===== src/rtl/twf_pkg.sv =====
package twf_pkg;
  localparam int NUM_FAULTS  = 4;
  localparam int IDX_BUS     = 0;
  localparam int IDX_ARB     = 1;
  localparam int IDX_NOACK   = 2;
  localparam int IDX_STRETCH = 3;
  typedef logic [NUM_FAULTS-1:0] fault_vec_t;
endpackage


===== src/rtl/twf_sync.sv =====
module twf_sync #(
  parameter int STAGES = 2,
  parameter int WIDTH  = 2
) (
  input  logic             clk,
  input  logic             rst,
  input  logic [WIDTH-1:0] d_in,
  output logic [WIDTH-1:0] d_out
);
  logic [WIDTH-1:0] chain [STAGES];

  generate
    for (genvar s = 0; s < STAGES; s++) begin : g_stage
      if (s == 0) begin : g_first
        always_ff @(posedge clk) begin
          if (rst) chain[s] <= '1;
          else     chain[s] <= d_in;
        end
      end else begin : g_next
        always_ff @(posedge clk) begin
          if (rst) chain[s] <= '1;
          else     chain[s] <= chain[s-1];
        end
      end
    end
  endgenerate

  assign d_out = chain[STAGES-1];
endmodule


===== src/rtl/twf_event_detect.sv =====
module twf_event_detect (
  input  logic clk,
  input  logic rst,
  input  logic scl_s,
  input  logic sda_s,
  input  logic byte_bit_active,
  input  logic ack_slot,
  input  logic tx_bit_en,
  input  logic tx_bit,
  output logic ev_bus,
  output logic ev_arb,
  output logic ev_noack
);
  logic scl_d, sda_d;
  logic scl_rise;

  always_ff @(posedge clk) begin
    if (rst) begin
      scl_d <= 1'b1;
      sda_d <= 1'b1;
    end else begin
      scl_d <= scl_s;
      sda_d <= sda_s;
    end
  end

  assign scl_rise = scl_s & ~scl_d;

  always_comb begin
    ev_bus   = scl_s & scl_d & (sda_s ^ sda_d) & byte_bit_active;
    ev_arb   = scl_rise & tx_bit_en & tx_bit & ~sda_s;
    ev_noack = scl_rise & ack_slot & sda_s;
  end

  // no-ack and arbitration loss can only be reported on a clock rising edge
  p_edge_only_r4: assert property (@(posedge clk) disable iff (rst)
    (ev_noack || ev_arb) |-> (scl_s && !$past(scl_s)));
endmodule


===== src/rtl/twf_stretch_timer.sv =====
module twf_stretch_timer #(
  parameter int W = 8
) (
  input  logic         clk,
  input  logic         rst,
  input  logic         scl_s,
  input  logic [W-1:0] limit,
  output logic         ev_timeout
);
  logic [W-1:0] cnt;
  logic         armed;

  assign armed = (limit != '0);

  always_ff @(posedge clk) begin
    if (rst || scl_s)
      cnt <= '0;
    else if (armed && cnt < limit)
      cnt <= cnt + W'(1);
  end

  assign ev_timeout = ~scl_s & armed & (cnt == limit - W'(1));

  // a high clock restarts the low-time count
  p_count_restart_r5: assert property (@(posedge clk) disable iff (rst)
    scl_s |=> (cnt == '0));

  // one low period fires the timeout only once (limit held steady)
  p_single_fire_r5: assert property (@(posedge clk) disable iff (rst)
    (ev_timeout && $stable(limit)) |=> !ev_timeout);
endmodule


===== src/rtl/twf_flag_bank.sv =====
module twf_flag_bank
  import twf_pkg::*;
(
  input  logic       clk,
  input  logic       rst,
  input  fault_vec_t set_vec,
  input  fault_vec_t clr_vec,
  input  logic       irq_enable,
  output fault_vec_t flags,
  output logic       irq,
  output logic       abort,
  output logic       release_lines
);
  fault_vec_t flags_nxt;

  generate
    for (genvar i = 0; i < NUM_FAULTS; i++) begin : g_flag
      assign flags_nxt[i] = set_vec[i] | (flags[i] & ~clr_vec[i]);

      always_ff @(posedge clk) begin
        if (rst) flags[i] <= 1'b0;
        else     flags[i] <= flags_nxt[i];
      end

      // a fault beats a clear arriving in the same cycle
      p_set_wins_r6: assert property (@(posedge clk) disable iff (rst)
        set_vec[i] |=> flags[i]);

      // a clear with no new fault empties the flag
      p_clear_works_r6: assert property (@(posedge clk) disable iff (rst)
        (clr_vec[i] && !set_vec[i]) |=> !flags[i]);
    end
  endgenerate

  always_ff @(posedge clk) begin
    if (rst) begin
      irq           <= 1'b0;
      abort         <= 1'b0;
      release_lines <= 1'b0;
    end else begin
      irq           <= irq_enable & (|flags_nxt);
      abort         <= |set_vec;
      release_lines <= flags_nxt[IDX_ARB];
    end
  end

  // the interrupt is never raised without a flag behind it
  p_irq_has_cause_r7: assert property (@(posedge clk) disable iff (rst)
    irq |-> (|flags));

  // an abort always comes with a set flag
  p_abort_has_cause_r8: assert property (@(posedge clk) disable iff (rst)
    abort |-> (|flags));

  // arbitration flag and line release go together
  p_release_r3: assert property (@(posedge clk) disable iff (rst)
    flags[IDX_ARB] |-> release_lines);
endmodule


===== src/rtl/i2c_fault_monitor.sv =====
module i2c_fault_monitor
  import twf_pkg::*;
#(
  parameter int SYNC_STAGES = 2,
  parameter int STRETCH_W   = 8
) (
  input  logic                 clk,
  input  logic                 rst,
  input  logic                 scl_raw,
  input  logic                 sda_raw,
  input  logic                 tx_bit_en,
  input  logic                 tx_bit,
  input  logic                 byte_bit_active,
  input  logic                 ack_slot,
  input  logic [STRETCH_W-1:0] stretch_limit,
  input  logic                 irq_enable,
  input  logic [3:0]           clear_strobe,
  output logic [3:0]           err_flags,
  output logic                 irq,
  output logic                 abort,
  output logic                 release_lines
);
  logic [1:0] lines_s;
  logic       scl_s, sda_s;
  logic       ev_bus, ev_arb, ev_noack, ev_timeout;
  fault_vec_t set_vec;
  fault_vec_t flags;

  twf_sync #(.STAGES(SYNC_STAGES), .WIDTH(2)) u_sync (
    .clk   (clk),
    .rst   (rst),
    .d_in  ({scl_raw, sda_raw}),
    .d_out (lines_s)
  );

  assign scl_s = lines_s[1];
  assign sda_s = lines_s[0];

  twf_event_detect u_detect (
    .clk             (clk),
    .rst             (rst),
    .scl_s           (scl_s),
    .sda_s           (sda_s),
    .byte_bit_active (byte_bit_active),
    .ack_slot        (ack_slot),
    .tx_bit_en       (tx_bit_en),
    .tx_bit          (tx_bit),
    .ev_bus          (ev_bus),
    .ev_arb          (ev_arb),
    .ev_noack        (ev_noack)
  );

  twf_stretch_timer #(.W(STRETCH_W)) u_timer (
    .clk        (clk),
    .rst        (rst),
    .scl_s      (scl_s),
    .limit      (stretch_limit),
    .ev_timeout (ev_timeout)
  );

  always_comb begin
    set_vec              = '0;
    set_vec[IDX_BUS]     = ev_bus;
    set_vec[IDX_ARB]     = ev_arb;
    set_vec[IDX_NOACK]   = ev_noack;
    set_vec[IDX_STRETCH] = ev_timeout;
  end

  twf_flag_bank u_flags (
    .clk           (clk),
    .rst           (rst),
    .set_vec       (set_vec),
    .clr_vec       (clear_strobe),
    .irq_enable    (irq_enable),
    .flags         (flags),
    .irq           (irq),
    .abort         (abort),
    .release_lines (release_lines)
  );

  assign err_flags = flags;

  // outputs are quiet in the cycle after reset
  p_reset_quiet_r1: assert property (@(posedge clk)
    $past(rst) |-> (err_flags == '0 && !irq && !abort && !release_lines));
endmodule


===== config.mk =====
export PLATFORM = sky130hd
export DESIGN_NAME = i2c_fault_monitor
export DESIGN_NICKNAME = d
export VERILOG_FILES = /design/src/rtl/twf_pkg.sv /design/src/rtl/twf_sync.sv /design/src/rtl/twf_event_detect.sv /design/src/rtl/twf_stretch_timer.sv /design/src/rtl/twf_flag_bank.sv /design/src/rtl/i2c_fault_monitor.sv
export SDC_FILE = /design/constraint.sdc
export NUM_CORES = 1
export LEC_CHECK = 0
export CAP_MARGIN = 10
export CORE_ASPECT_RATIO = 0.9
export CORE_MARGIN = 2
export CORE_UTILIZATION = 35
export CTS_CLUSTER_SIZE = 14
export DETAILED_ROUTE_END_ITERATION = 8
export HOLD_SLACK_MARGIN = 0.03
export PLACE_DENSITY = 0.59
export SYNTH_ARGS = -nofsm -noshare
export SYNTH_HDL_FRONTEND = slang
export SYNTH_SLANG_ARGS = --single-unit

===== constraint.sdc =====
create_clock -name clk -period 1.8 [get_ports clk]
set_input_delay 0.27 -clock clk [delete_from_list [all_inputs] [get_ports clk]]
set_output_delay 0.27 -clock clk [all_outputs]
set_load 0.005 [all_outputs]

# Word-level counts from Yosys, hierarchy flattened

Memories as Yosys holds them, arrays and structs flattened.
Cells that the tools add are included.

$lt $le $gt $ge: 1
Multiplexer cells: 5
Equality and inequality tests: 1
Bitwise operators: 30
Reduce and logical (&&, ||, !) cells: 5
Add/sub/neg operators: 2

Operators with widths:

| operator                                          | count |
|---|---|
| AND 1 bit                                         | 16 |
| adder 8 x 1 -> 8 bit (second input constant)      | 1 |
| equality test 8 bit                               | 1 |
| < comparator 8 bit                                | 1 |
| nonzero test 8 bit                                | 1 |
| OR reduction 4 bit                                | 2 |
| subtractor 8 x 1 -> 8 bit (second input constant) | 1 |
| NOT 1 bit                                         | 7 |
| OR 1 bit                                          | 6 |
| 2-to-1 mux 2 bit                                  | 2 |
| 2-to-1 mux 1 bit                                  | 3 |
| logical AND 1 bit                                 | 1 |
| logical OR 1 bit                                  | 1 |
| bitwise XOR 1 bit                                 | 1 |

Register bits after elaboration: 16
Bits in writable memories: 4
Logic and storage cells: 54
Memories kept: 1
Output and inout port bits: 7

Memories:

| memory       | depth | bits a word | rd ports | clocked after memory_dff | wr ports | RTL line       | text |
|---|---|---|---|---|---|---|---|
| u_sync.chain | 2     | 2           | 2        | 0                        | 2        | twf_sync.sv:10 | `logic [WIDTH-1:0] chain [STAGES];` |

# Longest topological paths before layout

Depth in word-level cells: 8
Mapped depth: 9
Mapped depth without buffers: 8

# Hierarchy

From an unflattened synthesis, not the netlist that was laid out.

Cell total of the unflattened synthesis: 148
Area, all modules: 1237.4 um2

By module, submodules not included:

| module            | times used | sequential area each (um2) | cells an instance | area an instance (um2) |
|---|---|---|---|---|
| twf_stretch_timer | 1          | 160.2                      | 106               | 815.8 |
| twf_flag_bank     | 1          | 120.1                      | 24                | 224.0 |
| twf_sync          | 1          | 80.1                       | 8                 | 105.1 |
| twf_event_detect  | 1          | 40.0                       | 10                | 92.6 |

# Least setup slack after synthesis

No wires, ideal clock.

Kind: register to register
Start point: register u_timer.cnt[1]
End point: register u_timer.cnt[2]
Required time: 1.730 ns
Path buffers: 1
Cell stages (with the launch flop): 9
Clock period less this slack: 1.834 ns
Arrival: 1.764 ns
Setup slack: -0.034 ns
Cell sequence: dfxtp_1 -> ha_1 -> nor2b_1 -> o21a_1 -> o21ai_0 -> a21oi_1 -> clkbuf_1 -> or3_1 -> a21oi_1

Longest elaborated chain between the ends: 2
Elaborated cells between the ends (all ways): 3
Those cells by class: 1 x add/sub; 1 x order compare; 1 x reduce/logical

Ends and longest elaborated chain:

| item                   | RTL line                | text |
|---|---|---|
| from (decl)            | twf_stretch_timer.sv:10 | `logic [W-1:0] cnt;` |
| from (signal assigned) | twf_stretch_timer.sv:19 | `cnt <= cnt + W'(1);` |
| < comparator 8 bit     | twf_stretch_timer.sv:18 | `else if (armed && cnt < limit)` |
| logical AND 1 bit      | twf_stretch_timer.sv:18 |  |

Parallel ways exist; a longest one is shown, timed or not.
A chain may end at the register's enable or synchronous reset.

# Final worst setup path

Start point: register u_timer.cnt[1]
End point: register u_timer.cnt[5]

Same word-level chain as after synthesis.

==> metrics.cfg <==
[global_route]
antenna_found_initial=0
global_route.overflow_total=0
grt_use_total_pct=16.5
grt_start_max_net_pins=13
grt_first_pass_wirelength_mm=5.11
first_global_vias=1191

[yosys]
syn_avg_cell_area_um2=8.79
synth.lib_cells_used.distinct=39
ys.warnings.count=0
synth-seq-cells=20
synthCells=141
postSynth.topFlopCell=sky130_fd_sc_hd__dfxtp_1
synth_nets=172
synth-async-reset-ratio_pct=0
syn_area_um2=1240
synth_enable_flop_cells=0
synth-seq-area-share_pct=32.3

[setup_path]
crit_path_max_fanout=8
timing.rr.start=u_timer.cnt[1]$_SDFFE_PP0P_
path_buf_inv=1
cp-startpoint=u_timer.cnt[1]$_SDFFE_PP0P_
crit_path_top_delay_cell=sky130_fd_sc_hd__dfxtp_2
worst_ep_arrival_time_ns=1.96
crit_type=flip-flop to flip-flop
crit_path_start_kind=flip-flop
required_ns=1.99
regToRegEndpoint=u_timer.cnt[5]$_SDFFE_PP0P_
cp_cell_sequence=ha_4, nor2b_4, o21a_1, o21ai_2, a21oi_4, buf_6, or3_1, a21oi_1
critPathTopFamily=compound AO/OA/AOI/OAI gates
setup.reg_to_reg.worst_slack_ns=0.04
critical_path.endpoint_type=flip-flop
worst_r2r_path_depth=8
cp.depth=8
largest_stage_delay_worst_path_ns=0.35

[route]
drt_initial_violations=32
final_wl_mm=3.06
drt_first_pass_iters=4
vias=1242
viasPerCell=5.24
route.antenna.remaining_nets=0
avgRoutedWirePerCell_um=12.9
detail_route.drc_violations=0

[clocking]
worst_skew_pair.late_latency_ns=0.26
cts_htree_levels=1
numCtsBuffers=3
max-clock-path-buffers=2
clk_pin_slew_worst_paths_ns=0.08
cts_root_cell=sky130_fd_sc_hd__clkbuf_8
clock_sink_count=20
holdBufCountCts=0
tritoncts=yes

[die]
die_height_um=60.4
total_core_area_um2=3380
start_util_pct=36.7
design.portCount=28
placementRows=20
die_footprint_um2=4030
die_w_um=66.7

[min_path]
whs_endpoint=u_sync.chain[1][1]$_SDFF_PP1_
hold_path_startpoint=u_sync.chain[0][1]$_SDFF_PP1_
timing.hold.worst.class=flip-flop to flip-flop
min_delay_path_depth=1

[sta]
slew_viol_final=0
rsz0062_at_grt=true
fin_worst_skew_ns=0.00155
post-route-period-util_pct=97.9
setup_viol=0
final-hold-violation-count=0
fmaxAchievable_ghz=0.567
fin_tns_setup_ns=0
layout_min_cycle_time_ns=1.76
worst_slew_pin_slew_ns=0.325
postLayoutSetupSlackWorst_ns=0.0375
worst_slew_margin_rel_pct=78.2

[power]
p_leak_nw=0.723
vdd_drop_max_uv=291
pwr_total_mw=1.06
p_per_area_nw_per_um2=560

[cells_and_area]
post-route-cell-area_um2=1900
flow.area_growth_from_synthesis_pct=53.1
diodes=0
drive_gt1_share_pct=33.2
fin_nets=225

[placement]
pre_cts_slack_ns=-0.624
hpwl_mm=2.40
gp_congestion=0.795
port_buffers=27
placement_stage_cell_area_um2=1710

[job]
maxCapViolCount=0

[status]
outcome=complete, no violations

[cell usage after synthesis (2+ instances only)]
library cell | number | share of area, %
sky130_fd_sc_hd__a21oi_1 | 15 | 6.1
sky130_fd_sc_hd__and3_1 | 4 | 2.0
sky130_fd_sc_hd__clkbuf_1 | 3 | 0.91
sky130_fd_sc_hd__dfxtp_1 | 20 | 32
sky130_fd_sc_hd__ha_1 | 10 | 10
sky130_fd_sc_hd__inv_1 | 9 | 2.7
sky130_fd_sc_hd__nand2_1 | 5 | 1.5
sky130_fd_sc_hd__nand2b_1 | 7 | 3.5
sky130_fd_sc_hd__nand3_1 | 2 | 0.81
sky130_fd_sc_hd__nand4_1 | 6 | 3.0
sky130_fd_sc_hd__nand4b_1 | 2 | 1.4
sky130_fd_sc_hd__nor2_1 | 5 | 1.5
sky130_fd_sc_hd__nor2b_1 | 2 | 1.0
sky130_fd_sc_hd__o21a_1 | 2 | 1.2
sky130_fd_sc_hd__o21ai_0 | 9 | 3.6
sky130_fd_sc_hd__or2_2 | 6 | 3.0
sky130_fd_sc_hd__or3_1 | 7 | 3.5
sky130_fd_sc_hd__xnor2_1 | 5 | 3.5
sky130_fd_sc_hd__xor2_1 | 2 | 1.4
[report_power, final]
part           switching [mW]  internal, mW  total [mW]
logic                  0.0640        0.0904       0.154
clock network           0.157         0.297       0.454
registers             0.00390         0.451       0.454
[worst max-delay path by stage]
stage                             endpoint
6_report       u_timer.cnt[5]$_SDFFE_PP0P_
5_1_grt        u_timer.cnt[5]$_SDFFE_PP0P_
4_1_cts        u_timer.cnt[1]$_SDFFE_PP0P_
3_5_place_dp   u_timer.cnt[2]$_SDFFE_PP0P_
3_3_place_gp   u_timer.cnt[3]$_SDFFE_PP0P_
2_1_floorplan  u_timer.cnt[2]$_SDFFE_PP0P_
[timing repair]
action                                  4_1_cts  5_1_grt
endpoints found under the setup margin       11       11
pin swaps                                    19       13
setup buffers                                 4        1
hold endpoints to repair                      0        0
cloned                                        0        0
resized for setup                            32       10
[cells by family (layout without fill, tap and decap cells)]
group                      count (synthesis)  count (layout)  share of synthesized area (%)
buffers and inverters                     13              65                           4.24
DFF                                       20              20                           32.3
adders and majority gates                 10              10                           10.1
muxes                                      1               1                          0.808
AOI/OAI and AO/OA                         36              36                           21.0
xor gates and xnor gates                   7               7                           4.95
and+or+nand+nor                           54              54                           26.6
[cell type report]
class	count	area, µm²
clock buffer	3	41.3
clock inverter	1	30.0
fill	310	1480
inverter	9	33.8
multi-input combinational	108	875
sequential	20	405
tap	44	55.1
timing repair buffer	52	457
[flip-flops by register name, summed over array words and instances, names as in the netlist]
signal and count:
u_detect.scl_d 1, u_flags.irq 1, u_flags.abort 1, u_timer.cnt 8, u_detect.sda_d 1, u_flags.flags 4
u_sync.chain 4
[through the flow]
stage	instances	hold slack, ns	util [%]
after floorplan	141	0.374	-
after global placement	229	0.392	50.5
after detailed placement	229	0.395	50.5
after CTS	237	0.416	55.9
after global routing	237	0.442	56.1
final	237	0.411	56.1
[layer usage]
layer  vias up  routed length (µm)  global-route usage (%)
li1        630                   -                       -
met2        28                1410                    27.7
met1       577                1470                    21.1
met4         0                  51                    6.71
met5         -                   0                       0
met3         7                 135                    3.34
[cells in the final DEF, fill, tap and decap left out, types with 2 or more instances in the layout]
cell type	instances
sky130_fd_sc_hd__or2_2	6
sky130_fd_sc_hd__dfxtp_2	4
sky130_fd_sc_hd__nand2_1	5
sky130_fd_sc_hd__buf_6	4
sky130_fd_sc_hd__buf_2	2
sky130_fd_sc_hd__clkdlybuf4s50_1	19
sky130_fd_sc_hd__o21ai_0	6
sky130_fd_sc_hd__clkbuf_8	3
sky130_fd_sc_hd__inv_2	4
sky130_fd_sc_hd__o21ai_1	2
sky130_fd_sc_hd__nand3_1	2
sky130_fd_sc_hd__ha_1	4
sky130_fd_sc_hd__and3_1	4
sky130_fd_sc_hd__or3_1	7
sky130_fd_sc_hd__ha_2	2
sky130_fd_sc_hd__buf_4	21
sky130_fd_sc_hd__xor2_1	2
sky130_fd_sc_hd__inv_1	5
sky130_fd_sc_hd__dlygate4sd2_1	5
sky130_fd_sc_hd__nand4b_1	2
sky130_fd_sc_hd__ha_4	4
sky130_fd_sc_hd__o21a_1	2
sky130_fd_sc_hd__nand4_1	6
sky130_fd_sc_hd__a211oi_2	2
sky130_fd_sc_hd__a21oi_1	14
sky130_fd_sc_hd__nand2b_1	7
sky130_fd_sc_hd__xnor2_1	5
sky130_fd_sc_hd__nor2_1	5
sky130_fd_sc_hd__dfxtp_1	16
Power figures use the tool's default switching activity.
